--- src/rtl/rss_pkg.sv ---
package rss_pkg;

    // Two result lanes, A at index 0 and B at index 1.
    localparam int NLANES    = 2;

    // Host pin positions inside the synchroniser vector.
    localparam int HOST_PINS = 3;
    localparam int PIN_CS    = 0;
    localparam int PIN_SCK   = 1;
    localparam int PIN_CNV   = 2;

    // Reset value of each host pin: chip select idles high, the rest low.
    localparam logic [HOST_PINS-1:0] HOST_IDLE = 3'b001;

    // One-cycle events taken from the synchronised host pins.
    typedef struct packed {
        logic conv_rise;
        logic sck_fall;
        logic cs_fall;
    } host_evt_t;

    // Progress of the result set through staging.
    typedef enum logic [1:0] {
        STG_READY   = 2'd0,
        STG_COLLECT = 2'd1,
        STG_HELD    = 2'd2
    } stage_e;

    // Width of a counter that has to reach n.
    function automatic int cnt_width(input int n);
        return (n < 2) ? 1 : $clog2(n + 1);
    endfunction

endpackage

--- src/rtl/rss_sync.sv ---
module rss_sync #(
    parameter int                 WIDTH    = 3,
    parameter int                 STAGES   = 2,
    parameter logic [WIDTH-1:0]   IDLE_VAL = '0
) (
    input  logic             clk,
    input  logic             rst,
    input  logic [WIDTH-1:0] din,
    output logic [WIDTH-1:0] lvl
);

    logic [STAGES-1:0][WIDTH-1:0] chain_q;

    always_ff @(posedge clk) begin
        if (rst) begin
            chain_q <= {STAGES{IDLE_VAL}};
        end else begin
            chain_q[0] <= din;
            for (int s = 1; s < STAGES; s++) begin
                chain_q[s] <= chain_q[s-1];
            end
        end
    end

    assign lvl = chain_q[STAGES-1];

endmodule

--- src/rtl/rss_edge_det.sv ---
module rss_edge_det
    import rss_pkg::*;
(
    input  logic                 clk,
    input  logic                 rst,
    input  logic [HOST_PINS-1:0] lvl,
    output host_evt_t            evt
);

    logic [HOST_PINS-1:0] prev_q;

    always_ff @(posedge clk) begin
        if (rst) prev_q <= HOST_IDLE;
        else     prev_q <= lvl;
    end

    always_comb begin
        evt.conv_rise =  lvl[PIN_CNV] & ~prev_q[PIN_CNV];
        evt.sck_fall  = ~lvl[PIN_SCK] &  prev_q[PIN_SCK];
        evt.cs_fall   = ~lvl[PIN_CS]  &  prev_q[PIN_CS];
    end

endmodule

--- src/rtl/rss_result_stage.sv ---
module rss_result_stage
    import rss_pkg::*;
#(
    parameter  int WORD_W = 24,
    parameter  int NWORDS = 2,
    localparam int SET_W  = WORD_W * NWORDS,
    localparam int CNT_W  = cnt_width(NWORDS)
) (
    input  logic                            clk,
    input  logic                            rst,
    input  logic                            conv_rise,
    input  logic                            host_idle,
    input  logic                            load,
    input  logic [NLANES-1:0][WORD_W-1:0]   words,
    output logic                            busy,
    output logic [NLANES-1:0][SET_W-1:0]    set_q
);

    stage_e           state_q, state_d;
    logic [CNT_W-1:0] cnt_q, cnt_d;
    logic             take, commit, last_word;

    // A conversion start always restarts collection; otherwise strobes
    // fill the set and a full set waits for an idle chip select.
    always_comb begin
        last_word = (cnt_q == CNT_W'(NWORDS - 1));
        take      = 1'b0;
        commit    = 1'b0;
        state_d   = state_q;
        cnt_d     = cnt_q;
        if (conv_rise) begin
            state_d = STG_COLLECT;
            cnt_d   = '0;
        end else begin
            unique case (state_q)
                STG_COLLECT: begin
                    if (load) begin
                        take  = 1'b1;
                        cnt_d = cnt_q + 1'b1;
                        if (last_word) state_d = STG_HELD;
                    end
                end
                STG_HELD: begin
                    if (host_idle) begin
                        commit  = 1'b1;
                        state_d = STG_READY;
                    end
                end
                default: ;
            endcase
        end
    end

    always_ff @(posedge clk) begin
        if (rst) begin
            state_q <= STG_READY;
            cnt_q   <= '0;
        end else begin
            state_q <= state_d;
            cnt_q   <= cnt_d;
        end
    end

    // One staging and one buffer register per lane; the first word
    // loaded ends up in the most significant position.
    for (genvar l = 0; l < NLANES; l++) begin : g_lane
        logic [SET_W-1:0] stg_q;
        logic [SET_W-1:0] held_q;

        always_ff @(posedge clk) begin
            if (rst) begin
                stg_q  <= '0;
                held_q <= '0;
            end else begin
                if (take)   stg_q  <= (stg_q << WORD_W) | SET_W'(words[l]);
                if (commit) held_q <= stg_q;
            end
        end

        assign set_q[l] = held_q;
    end

    assign busy = (state_q != STG_READY);

endmodule

--- src/rtl/rss_lane_shifter.sv ---
module rss_lane_shifter #(
    parameter int SET_W = 48
) (
    input  logic             clk,
    input  logic             rst,
    input  logic             host_idle,
    input  logic             cs_fall,
    input  logic             sck_fall,
    input  logic [SET_W-1:0] set_word,
    output logic             miso
);

    logic [SET_W-1:0] sh_q;
    logic             armed_q;

    // The buffer is copied when chip select falls, so a later commit
    // cannot disturb a read that is already under way.
    always_ff @(posedge clk) begin
        if (rst) begin
            sh_q    <= '0;
            armed_q <= 1'b0;
        end else if (cs_fall) begin
            sh_q    <= set_word;
            armed_q <= 1'b1;
        end else if (host_idle) begin
            armed_q <= 1'b0;
        end else if (armed_q && sck_fall) begin
            sh_q    <= sh_q << 1;
        end
    end

    assign miso = armed_q & sh_q[SET_W-1];

endmodule

--- src/rtl/result_spi_slave.sv ---
module result_spi_slave
    import rss_pkg::*;
#(
    parameter  int WORD_W      = 24,
    parameter  int NWORDS      = 2,
    parameter  int SYNC_STAGES = 2,
    localparam int SET_W       = WORD_W * NWORDS
) (
    input  logic              clk,
    input  logic              rst,
    input  logic              conv_start,
    input  logic              cs_n,
    input  logic              sck,
    input  logic              res_load,
    input  logic [WORD_W-1:0] res_a,
    input  logic [WORD_W-1:0] res_b,
    output logic              miso_a,
    output logic              miso_b,
    output logic              busy
);

    logic [HOST_PINS-1:0]             host_raw;
    logic [HOST_PINS-1:0]             host_lvl;
    host_evt_t                        evt;
    logic                             cs_idle;
    logic                             conv_rise;
    logic                             sck_fall;
    logic                             cs_fall;
    logic [NLANES-1:0][WORD_W-1:0]    lane_words;
    logic [NLANES-1:0][SET_W-1:0]     set_q;
    logic [NLANES-1:0]                miso_v;

    always_comb begin
        host_raw          = '0;
        host_raw[PIN_CS]  = cs_n;
        host_raw[PIN_SCK] = sck;
        host_raw[PIN_CNV] = conv_start;
    end

    rss_sync #(
        .WIDTH    (HOST_PINS),
        .STAGES   (SYNC_STAGES),
        .IDLE_VAL (HOST_IDLE)
    ) u_sync (
        .clk (clk),
        .rst (rst),
        .din (host_raw),
        .lvl (host_lvl)
    );

    rss_edge_det u_edge (
        .clk (clk),
        .rst (rst),
        .lvl (host_lvl),
        .evt (evt)
    );

    assign cs_idle   = host_lvl[PIN_CS];
    assign conv_rise = evt.conv_rise;
    assign sck_fall  = evt.sck_fall;
    assign cs_fall   = evt.cs_fall;

    assign lane_words = {res_b, res_a};

    rss_result_stage #(
        .WORD_W (WORD_W),
        .NWORDS (NWORDS)
    ) u_stage (
        .clk       (clk),
        .rst       (rst),
        .conv_rise (conv_rise),
        .host_idle (cs_idle),
        .load      (res_load),
        .words     (lane_words),
        .busy      (busy),
        .set_q     (set_q)
    );

    for (genvar l = 0; l < NLANES; l++) begin : g_shift
        rss_lane_shifter #(
            .SET_W (SET_W)
        ) u_shift (
            .clk       (clk),
            .rst       (rst),
            .host_idle (cs_idle),
            .cs_fall   (cs_fall),
            .sck_fall  (sck_fall),
            .set_word  (set_q[l]),
            .miso      (miso_v[l])
        );
    end

    assign miso_a = miso_v[0];
    assign miso_b = miso_v[1];

endmodule

--- config.mk ---
export PLATFORM = sky130hd
export DESIGN_NAME = result_spi_slave
export DESIGN_NICKNAME = d
export VERILOG_FILES = /design/src/rtl/rss_pkg.sv /design/src/rtl/rss_sync.sv /design/src/rtl/rss_edge_det.sv /design/src/rtl/rss_result_stage.sv /design/src/rtl/rss_lane_shifter.sv /design/src/rtl/result_spi_slave.sv
export SDC_FILE = /design/constraint.sdc
export NUM_CORES = 1
export LEC_CHECK = 0
export BUFFER_PORTS_ARGS = -buffer_cell sky130_fd_sc_hd__buf_2
export CELL_PAD_IN_SITES_DETAIL_PLACEMENT = 1
export CELL_PAD_IN_SITES_GLOBAL_PLACEMENT = 2
export CORE_UTILIZATION = 42
export CTS_CLUSTER_SIZE = 8
export DETAILED_ROUTE_END_ITERATION = 10
export PLACE_DENSITY = 0.93
export SLEW_MARGIN = 20
export SYNTH_ARGS = -nofsm -noshare
export SYNTH_HDL_FRONTEND = slang
export SYNTH_SLANG_ARGS = --single-unit
--- constraint.sdc ---
create_clock -name clk -period 3 [get_ports clk]
set_input_delay 0.45 -clock clk [delete_from_list [all_inputs] [get_ports clk]]
set_output_delay 0.45 -clock clk [all_outputs]
set_load 0.01 [all_outputs]
==> results of run 1 <==
-- cell usage in the layout, fill, tap and decap left out, drive strengths merged --
| cell type | n |
|---|---|
| inv | 5 |
| nor2b | 8 |
| ha | 4 |
| and2 | 4 |
| nand3 | 194 |
| nand4bb | 1 |
| or2 | 3 |
| nand2b | 2 |
| nor2 | 3 |
| nand2 | 6 |
| nor3 | 95 |
| o31ai | 1 |
| or3 | 1 |
| xnor2 | 1 |
| a21oi | 195 |
| a2111oi | 1 |
| a21boi | 1 |
| buf | 86 |
| dfxtp | 302 |
| and2b | 1 |
| a211oi | 95 |
| and4bb | 1 |
| mux2i | 94 |
| o21ai | 193 |
| clkbuf | 48 |
-- report_power, final --
| part | internal, mW | switching (mW) | total (mW) |
|---|---|---|---|
| Sequential | 4.11 | 0.0700 | 4.18 |
| Clock | 2.62 | 1.62 | 4.24 |
| Combinational | 0.205 | 0.436 | 0.641 |
-- stage by stage --
stage          std cells  util (%)  hold slack [ns]  instance area (um2)
2_1_floorplan       1370         -            0.389                12700
3_3_place_gp        1687      43.9            0.408                13000
3_5_place_dp        1687      43.9            0.406                13000
4_1_cts             1735      47.7            0.120                14200
5_1_grt             1735      47.7            0.127                14200
6_report            1735      47.7            0.132                14200
-- how the worst min path moves through the flow --
stage	to	from	slack (ns)
2_1_floorplan	u_sync.lvl[0]$_SDFF_PP1_	u_sync.chain_q[0]$_SDFF_PP1_	0.39
3_3_place_gp	u_sync.lvl[0]$_SDFF_PP1_	u_sync.chain_q[0]$_SDFF_PP1_	0.41
3_5_place_dp	u_sync.lvl[0]$_SDFF_PP1_	u_sync.chain_q[0]$_SDFF_PP1_	0.41
4_1_cts	u_sync.chain_q[0]$_SDFF_PP1_	cs_n	0.12
5_1_grt	u_sync.chain_q[0]$_SDFF_PP1_	cs_n	0.13
6_report	u_sync.chain_q[0]$_SDFF_PP1_	cs_n	0.13
-- layer usage --
layer	share of wire, %	GRT usage, %	wire length (um)
met5	0	0	0
met4	1.5	5.87	493
met3	3.2	3.05	1070
met2	49	38.1	16500
met1	47	29.4	15800
-- final cells by class --
| type | count | share of cell area [%] |
|---|---|---|
| Clock buffer | 48 | 8.03 |
| Inverter | 5 | 0.132 |
| Multi-Input combinational cell | 904 | 41.3 |
| Sequential cell | 302 | 42.7 |
| Tap cell | 390 | 3.44 |
| Timing Repair Buffer | 86 | 4.43 |
-- flip-flops by register name, indices dropped and copies added, names as in the netlist, 2 cells and up --
register and count:
u_stage.cnt_q 2, u_stage.state_q 2, u_edge.prev_q 3, u_sync.chain_q 3, u_sync.lvl 3, u_stage.g_lane.held_q 96
g_shift.u_shift.sh_q 96, u_stage.g_lane.stg_q 96
-- cell families (layout without fill, tap and decap cells) --
group,count (synthesis),count (layout),share of synthesized area [%]
AO/OA/AOI/OAI,486,486,23.5
XOR/XNOR,1,1,0.0690
AND/OR/NAND/NOR,319,319,14.5
multiplexers,94,94,7.41
flip-flops,302,302,47.6
adder cells (fa/ha/maj),4,4,0.394
buffers and inverters,164,139,6.60
==> qor.yml, run 1 <==
status:
  outcome: "finished, final reports clean"
final_layout:
  multi_input_comb_area_mm2: 0.00585
  syn_to_final_growth_pct: 11.6
  seq_area_mm2: 0.00605
  antenna_cells: 0
  final_layout_size_suffix_gt1_share_pct: 18.2
  nets: 1400
  fillers: 3370
timing:
  min_period_over_period_pct: 70.6
  relSlewSlack_pct: 41.0
  worstMarginPinSlew_ns: 0.886
  final_max_slew_viol_count: 0
  rsz0062_at_grt: "no"
  hold_violations: 0
  tns_ns: 0
  period_minus_slack_ns: 2.12
  finClkSkew_ns: 0.0120
  setup_violations: 0
  fin_ws_ns: 0.882
  fmax_ghz: 0.472
power:
  vdd_drop_max_mv: 0.322
  total_power_mw: 9.06
  pwr_density_cell_mw_per_mm2: 639
  leakage_nw: 5.05
worst_setup_path:
  reg2reg_from: "u_edge.prev_q[0]$_SDFF_PP1_"
  cp_num_buf_inv: 1
  cp-startpoint: "u_edge.prev_q[0]$_SDFF_PP1_"
  cp-end-kind: "flip-flop"
  critical_path.endpoint: "g_shift[0].u_shift.sh_q[47]$_SDFFE_PP0P_"
  crit_type: "reg -> reg"
  critical_path_depth: 4
  critical_path.max_fanout: 43
  r2r_end: "g_shift[0].u_shift.sh_q[47]$_SDFFE_PP0P_"
  startpoint_type: "flip-flop"
  reg2reg_slack_ns: 0.88
  cp_cell_sequence: "nand2b_1, nand2_4, buf_4, a211oi_1"
  ff2ff_path_depth: 4
  required_ns: 3.39
  cpLargestDelayFamily: "simple AND/OR/NAND/NOR gates"
  max_stage_delay_ns: 0.68
  slowest_stage: "dfxtp_4"
  arrival_ns: 2.50
placement:
  dp_slack_ns: 0.886
  io_buffer_count: 56
  place.detailed.hpwl_um: 18600
  gp_congestion: 0.714
global_route:
  grt_pass1_wl_um: 56600
  grt_max_degree: 77
  antenna_found_initial: 0
  grt_use_total_pct: 22.3
  grt_pass1_vias: 10800
  grt.overflow.total: 0
synth:
  ys_ff_latch: 302
  ys_top_cells_by_count: "302 x dfxtp_1, 195 x a21oi_1, 194 x nand3_1"
  yosys_warnings: 0
  yosys.cell_types.count: 35
  synth.area.top_cells: "dfxtp_1 48%, a21oi_1 7.7%, nand3_1 7.6%"
  synth_cells: 1370
  synth_ff_type: "dfxtp_1"
  async_flop_share_pct: 0
  synth_top_cell_by_area: "dfxtp_1"
  synthesis.nets: 1428
  synth.most_common_cell: "dfxtp_1"
  syn_area_mm2: 0.0127
  synth.avg_cell_area_um2: 9.27
  synth-seq-area-share_pct: 47.6
  synth_top_area_share_pct: 47.6
  synth_edf_count: 0
clock_tree:
  clock_path_buffers: 3
  path_clk_slew_ns: 0.05
  cts_setup_buffers: 0
  cts-buffers-inserted: 43
  root_buffer: "clkbuf_16"
  insertion_delay_ns: 0.52
  htreeDepth: 2
  cts_resized: 0
  hold_buffers: 0
  cts.sinks: 302
  tritoncts: "done"
floorplan:
  die_w_um: 176
  io_pins: 57
  rows: 63
  die_y_um: 176
  die-area_mm2: 0.0309
  coreArea_mm2: 0.0297
  initial_utilization_pct: 42.7
worst_hold_path:
  min_path_type: "in -> reg"
  whs_path_depth: 2
drt:
  drc_errors: 0
  drt-initial-drc-count: 727
  antenna_left: 0
  wirelength_um: 33800
  routedWlPerCell_um: 19.5
  num_vias: 10300
  dr.pass1.iters: 5
  viasPerCell: 5.94
flow_run:
  max-cap-violations: 0
Power figures use the tool's default switching activity.
==> run 2: changes to the inputs <==
--- a/config.mk
+++ b/config.mk
@@ -5,13 +5,14 @@
 export SDC_FILE = /design/constraint.sdc
 export NUM_CORES = 1
 export LEC_CHECK = 0
+export ABC_AREA = 1
 export BUFFER_PORTS_ARGS = -buffer_cell sky130_fd_sc_hd__buf_2
 export CELL_PAD_IN_SITES_DETAIL_PLACEMENT = 1
 export CELL_PAD_IN_SITES_GLOBAL_PLACEMENT = 2
-export CORE_UTILIZATION = 42
+export CORE_UTILIZATION = 32
 export CTS_CLUSTER_SIZE = 8
 export DETAILED_ROUTE_END_ITERATION = 10
-export PLACE_DENSITY = 0.93
+export PLACE_DENSITY = 0.84
 export SLEW_MARGIN = 20
 export SYNTH_ARGS = -nofsm -noshare
 export SYNTH_HDL_FRONTEND = slang
==> constraint.sdc (replaced) <==
create_clock -name clk -period 1.72 [get_ports clk]
set_input_delay 0.258 -clock clk [delete_from_list [all_inputs] [get_ports clk]]
set_output_delay 0.258 -clock clk [all_outputs]
set_load 0.01 [all_outputs]
==> run 2 against run 1 <==
  * Synthesized cell count up 20%
  * Combinational power increased by 130%
  * Sequential share of layout area is 0.056 points higher
  * Register-to-register slack got worse by 0.74 ns
  * Critical endpoint is now busy
  * Largest power group is now sequential cells
==> qor.yml, run 2 <==
status:
  outcome: "finished, final reports clean"
drt:
  routedWlPerCell_um: 15.4  # -21%
  dr_wl_met3_um: 1070  # -0.37%
  drt-initial-drc-count: 523  # -28%
  dr.pass1.iters: 4  # -1
  wl_met2_um: 15200  # -8.1%
  met1Wirelength_um: 16300  # +3.3%
  drc_errors: 0  # unchanged
  wirelength_um: 33100  # -2.2%
  num_vias: 10700  # +3.6%
  top_layer: "met4"
  antenna_left: 0  # unchanged
  viasPerCell: 4.96  # -17%
worst_setup_path:
  slowest_stage: "dfxtp_1"
  crit_top_cell: "inv_1"
  startpoint_type: "flip-flop"
  crit_type: "reg -> out"
  arrival_ns: 1.35  # -1.15 ns
  required_ns: 1.46  # -1.93 ns
  cp-end-kind: "output pin"
  max_stage_delay_ns: 0.35  # -0.33 ns
  cp_cell_sequence: "inv_1, ha_1, inv_1, buf_2"
  critical_path.max_fanout: 3  # -93%
synth:
  synth-seq-area-share_pct: 50.4  # +2.8 points
  syn_area_mm2: 0.0120  # -5.6%
  yosys_warnings: 0  # unchanged
  synthesis.nets: 1704  # +19%
  async_flop_share_pct: 0  # unchanged
  synth.area.top_cells: "dfxtp_1 50%, nor2_1 12%, nand2_1 9.2%"
  synth_top_area_share_pct: 50.4  # +2.8 points
  ys_top_cells_by_count: "395 x nor2_1, 302 x dfxtp_1, 294 x nand2_1"
  synth_ff_type: "dfxtp_1"
  yosys.cell_types.count: 21  # -40%
  ys_ff_latch: 302  # unchanged
  synth_edf_count: 0  # unchanged
  synth.most_common_cell: "nor2_1"
  synth.avg_cell_area_um2: 7.28  # -21%
  synth_top_cell_by_area: "dfxtp_1"
  synth_cells: 1646  # +20%
clock_tree:
  path_clk_slew_ns: 0.05  # about the same
  cts-buffers-inserted: 43  # unchanged
  cts.sinks: 302  # unchanged
  insertion_delay_ns: 0.53  # about the same
  root_buffer: "clkbuf_16"
  clock_path_buffers: 3  # unchanged
  htreeDepth: 2  # unchanged
  tritoncts: "done"
timing:
  rsz0062_at_grt: "no"
  hold_violations: 0  # unchanged
  final_max_slew_viol_count: 0  # unchanged
  tns_ns: 0  # unchanged
  fmax_ghz: 0.624
  min_period_over_period_pct: 93.2
  worstMarginPinSlew_ns: 0.581  # -0.305 ns
  relSlewSlack_pct: 61.3  # +20 points
  period_minus_slack_ns: 1.60
  setup_violations: 0  # unchanged
  finClkSkew_ns: 0.0126  # +0.000584 ns
floorplan:
  initial_utilization_pct: 32.7  # -10 points
  rows: 70  # +11%
  coreArea_mm2: 0.0367  # +23%
  die_y_um: 196  # +11%
  io_pins: 57  # unchanged
  die_w_um: 196  # +11%
  die-area_mm2: 0.0382  # +24%
placement:
  io_buffer_count: 56  # unchanged
  dp_cells: 2068  # +23%
  gp_congestion: 0.720  # +0.77%
  place.detailed.hpwl_um: 18600  # +0.21%
power:
  vdd_drop_max_mv: 0.660  # +100%
  total_power_mw: 16.6  # +83%
  leakage_nw: 5.51  # +9.0%
  pwr_density_cell_mw_per_mm2: 1170  # +83%
global_route:
  grt_use_total_pct: 17.7  # -4.6 points
  grt_pass1_wl_um: 55200  # -2.4%
  grt_max_degree: 104  # +35%
  grt_pass1_vias: 11000  # +1.7%
  grt.overflow.total: 0  # unchanged
  antenna_found_initial: 0  # unchanged
final_layout:
  top_regs: "g_shift.u_shift.sh_q (96), u_stage.g_lane.held_q (96), u_stage.g_lane.stg_q (96)"
  final_common_cell: "nor2_1"
  nets: 1743  # +25%
  fillers: 4510  # +34%
  syn_to_final_growth_pct: 18.1
  final_layout_size_suffix_gt1_share_pct: 9.01  # -9.2 points
  antenna_cells: 0  # unchanged
  most-common-layout-cells: "395 x nor2_1, 301 x dfxtp_1, 294 x nand2_1"
  final_cells: 2155  # +24%
worst_hold_path:
  min_path_type: "in -> reg"
flow_run:
  max-cap-violations: 0  # unchanged
[run 2: cell types whose count changed in the layout (fill, tap and decap cells not counted), moves of 34 or more]
cell	previous run	this run
nor2_1	3	395
nand2_1	3	294
a21oi_1	195	98
mux2i_1	94	0
a211oi_2	60	0
nor3_1	55	0
dlygate4sd3_1	0	40
nor3_2	40	0
a211oi_1	35	1
[run 2: stage by stage]
step	hold slack [ns]	utilization [%]	area, um2	worst slack [ns]
floorplan	0.362	-	12000	0.306
global placement	0.389	34.3	12600	-0.0299
detailed placement	0.396	34.3	12600	-0.0449
CTS	0.00310	38.5	14100	0.101
global route	0.0349	38.6	14200	0.00961
finish	0.00607	38.6	14200	0.116
[run 2: area by class of cell]
class | instances | area [um2] | share of cell area (%)
flip-flops and latches | 302 | 6050 | 42.7
well taps | 468 | 586 | 4.14
multi-input cells | 1185 | 5140 | 36.4
repair buffers | 128 | 1130 | 7.99
inverters | 25 | 96.3 | 0.681
clock buffers | 47 | 1140 | 8.08
[run 2: layer usage]
layer,up-vias,track usage (%)
li1,5374,-
met1,5123,23.3
met2,140,29.6
met3,44,2.88
met4,0,5.22
met5,-,0
[run 2: cells by family (layout without fill, tap and decap cells)]
group | Yosys count | count (layout) | share of synthesized area (%)
buffers and inverters | 159 | 200 | 6.82
AND/OR/NAND/NOR | 887 | 887 | 30.0
XOR/XNOR | 1 | 1 | 0.0731
AO/OA/AOI/OAI | 293 | 293 | 12.3
flip-flops | 302 | 302 | 50.4
adder cells (fa/ha/maj) | 4 | 4 | 0.418
[run 2: worst paths after layout]
check / startpoint / end / slack (ns) / cells after the start
setup / recovery: u_stage.state_q[0]$_SDFFE_PP0P_ / busy / 0.12 / 4
hold / removal: res_a[7] / u_stage.g_lane[0].stg_q[7]$_SDFFE_PP0P_ / 0.006 / 3
setup reg to reg: u_stage.state_q[0]$_SDFFE_PP0P_ / u_stage.g_lane[0].held_q[23]$_SDFFE_PP0P_ / 0.14 / 9
hold reg to reg: u_sync.chain_q[1]$_SDFF_PP0_ / u_sync.lvl[1]$_SDFF_PP0_ / 0.41 / 2
[run 2: timing repair]
action                                  in CTS  in global routing
gates resized for setup                      1                  3
hold buffers                                40                  0
hold endpoints to repair                    40                  0
endpoints found under the setup margin       1                  4
gates cloned                                 0                  0
setup buffers                                0                  0
[run 2: critical path: cells and delay by family (launching register included)]
kind | cells | cell delay (ns)
fa+ha+maj | 1 | 0.22
buf+inv | 3 | 0.26
flops | 1 | 0.35
[run 2: where the power goes]
part	switching (mW)	internal (mW)	total [mW]
clock	2.89	4.60	7.48
combinational	0.927	0.572	1.50
sequential	0.218	7.40	7.61
total	4.04	12.6	16.6
==> run 3: changes to the inputs <==
--- a/config.mk
+++ b/config.mk
@@ -13,6 +13,7 @@
 export CTS_CLUSTER_SIZE = 8
 export DETAILED_ROUTE_END_ITERATION = 10
 export PLACE_DENSITY = 0.84
+export REMOVE_ABC_BUFFERS = 1
 export SLEW_MARGIN = 20
 export SYNTH_ARGS = -nofsm -noshare
 export SYNTH_HDL_FRONTEND = slang
==> run 3 against run 2 <==
  * Clock-buffer cell count stayed put
  * Utilization grew 0.14 points
  * Clock skew decreased by 0.0013 ns
  * Clock power hardly changed
  * Worst hold slack improved by 0.0093 ns
  * Combinational power down 3%
  * Power decreased by 0.51%
  * Critical path depth stayed put
  * Sequential power hardly changed
  * Die area is the same
  * First-iteration DRC count down 13%
  * Critical endpoint unchanged
==> qor.yml, run 3 (synthesized netlist as in run 2, its figures left out) <==
status:
  outcome: "finished, final reports clean"
worst_setup_path:
  arrival_ns: 1.37  # +0.02 ns
  reg2reg_slack_ns: 0.1  # -0.04 ns
  reg2reg_from: "u_stage.state_q[1]$_SDFFE_PP0P_"
  ff2ff_path_depth: 9  # unchanged
  r2r_end: "u_stage.g_lane[0].stg_q[32]$_SDFFE_PP0P_"
  crit_type: "reg -> out"
  critical_path.max_fanout: 3  # unchanged
  cp-end-kind: "output pin"
  required_ns: 1.46  # about the same
  startpoint_type: "flip-flop"
power:
  pwr_density_cell_mw_per_mm2: 1160  # -0.86%
  leakage_nw: 5.52  # +0.28%
  vdd_drop_max_mv: 0.572  # -13%
  total_power_mw: 16.5  # -0.51%
global_route:
  grt_pass1_vias: 10700  # -2.3%
  use_met2_pct: 29.0  # -0.53 points
  grt_util_met3_pct: 2.40  # -0.48 points
  grt_use_total_pct: 16.7  # -0.97 points
  antenna_found_initial: 0  # unchanged
  grt_max_degree: 94  # -9.6%
  grt.busiest_layer: "met2"
  grt_pass1_wl_um: 53400  # -3.3%
  met1_usage_pct: 21.5  # -1.8 points
  grt.overflow.total: 0  # unchanged
final_layout:
  fillers: 4468  # -0.93%
  final_cell_area_mm2: 0.0142  # +0.35%
  nets: 1743  # unchanged
  syn_to_final_growth_pct: 18.5
  final_common_cell: "nor2_1"
  most-common-layout-cells: "395 x nor2_1, 301 x dfxtp_1, 294 x nand2_1"
  final_layout_size_suffix_gt1_share_pct: 8.83  # -0.18 points
  final_cells: 2155  # unchanged
  multi_input_comb_area_mm2: 0.00516  # +0.22%
  top_regs: "g_shift.u_shift.sh_q (96), u_stage.g_lane.held_q (96), u_stage.g_lane.stg_q (96)"
  fin_util_pct: 38.7  # +0.14 points
  seq_area_mm2: 0.00605  # unchanged
  antenna_cells: 0  # unchanged
placement:
  dp_slack_ns: 0.151  # +0.196 ns
  dp_cells: 2066  # -0.097%
  gp_congestion: 0.706  # -1.9%
  placed_cell_area_mm2: 0.0126  # +0.33%
  io_buffer_count: 56  # unchanged
  place.detailed.hpwl_um: 17400  # -6.2%
worst_hold_path:
  whs_path_depth: 3  # unchanged
  min-delay-start: "res_a[19]"
  min_path_type: "in -> reg"
  min_delay_worst_endpoint: "u_stage.g_lane[0].stg_q[19]$_SDFFE_PP0P_"
clock_tree:
  insertion_delay_ns: 0.52  # about the same
  htreeDepth: 2  # unchanged
  cts.sinks: 302  # unchanged
  root_buffer: "clkbuf_16"
  tritoncts: "done"
  cts_setup_buffers: 0  # unchanged
  path_clk_slew_ns: 0.05  # about the same
  clock_path_buffers: 3  # unchanged
  cts-buffers-inserted: 43  # unchanged
timing:
  fin_ws_ns: 0.0951  # -0.0212 ns
  fmax_ghz: 0.615  # -1.3%
  worstMarginPinSlew_ns: 0.482  # -0.0992 ns
  final_max_slew_viol_count: 0  # unchanged
  period_minus_slack_ns: 1.62  # +0.0212 ns
  setup_violations: 0  # unchanged
  relSlewSlack_pct: 67.9  # +6.6 points
  rsz0062_at_grt: "no"
  min_period_over_period_pct: 94.5  # +1.2 points
  finClkSkew_ns: 0.0113  # -0.00129 ns
  hold_violations: 0  # unchanged
drt:
  viasPerCell: 4.93  # -0.52%
  dr.pass1.iters: 4  # unchanged
  drt-initial-drc-count: 457  # -13%
  num_vias: 10600  # -0.52%
  drc_errors: 0  # unchanged
  wirelength_um: 31200  # -5.7%
  routedWlPerCell_um: 14.5  # -5.7%
  antenna_left: 0  # unchanged
floorplan:
  io_pins: 57  # unchanged
  die_w_um: 196  # unchanged
  die_y_um: 196  # unchanged
  initial_utilization_pct: 32.7  # unchanged
  coreArea_mm2: 0.0367  # unchanged
  rows: 70  # unchanged
  die-area_mm2: 0.0382  # unchanged
flow_run:
  max-cap-violations: 0  # unchanged
==> run 3: timing repair <==
| action | CTS | global route |
|---|---|---|
| endpoints found under the hold margin | 42 | 0 |
| hold buffers | 42 | 0 |
| resized for setup | 0 | 0 |
==> run 3: through the flow <==
| stage | hold WS [ns] | setup TNS (ns) |
|---|---|---|
| after global routing | 0.0258 | 0 |
| after detailed placement | 0.399 | 0 |
| after floorplan | 0.327 | -559.58 |
| final | 0.0153 | 0 |
| after global placement | 0.399 | 0 |
| after CTS | 0.00119 | 0 |
==> run 3: worst max-delay path, cell delays in order, from the launching register on <==
cell and delay (ns):
dfxtp_1 0.36, inv_1 0.08, ha_1 0.23, inv_1 0.06
buf_2 0.12
==> run 3: per-layer routing <==
metal / part of all wire [%] / wire (um)
met5: 0 / 0
met4: 1.7 / 539
met3: 2.9 / 914
met2: 46 / 14500
met1: 49 / 15300
==> run 3: how the worst max path moves through the flow <==
stage / slack [ns] / endpoint / depth (start not counted) / from
finish: 0.1 / busy / 4 / u_stage.state_q[0]$_SDFFE_PP0P_
global route: 0.01 / u_stage.g_lane[1].stg_q[5]$_SDFFE_PP0P_ / 9 / u_stage.state_q[1]$_SDFFE_PP0P_
CTS: 0.07 / busy / 4 / u_stage.state_q[0]$_SDFFE_PP0P_
detailed placement: 0.15 / u_stage.g_lane[0].stg_q[32]$_SDFFE_PP0P_ / 9 / u_stage.state_q[1]$_SDFFE_PP0P_
global placement: 0.20 / g_shift[0].u_shift.sh_q[46]$_SDFFE_PP0P_ / 7 / u_sync.lvl[0]$_SDFF_PP1_
floorplan: -3.98 / g_shift[0].u_shift.sh_q[47]$_SDFFE_PP0P_ / 5 / u_edge.prev_q[0]$_SDFF_PP1_
==> run 3: where the power goes <==
group          switching [mW]  internal (mW)  total (mW)  leakage, nW
combinational           0.900          0.557        1.46         2.52
sequential              0.206           7.40        7.60         2.45
clock                    2.86           4.59        7.45        0.563
==> run 3: area by class of cell <==
cell class	count	area share [%]
Sequential cell	302	42.6
Multi-Input combinational cell	1185	36.3
Timing Repair Buffer	128	8.21
Clock buffer	47	8.05
Tap cell	468	4.12
Inverter	25	0.705
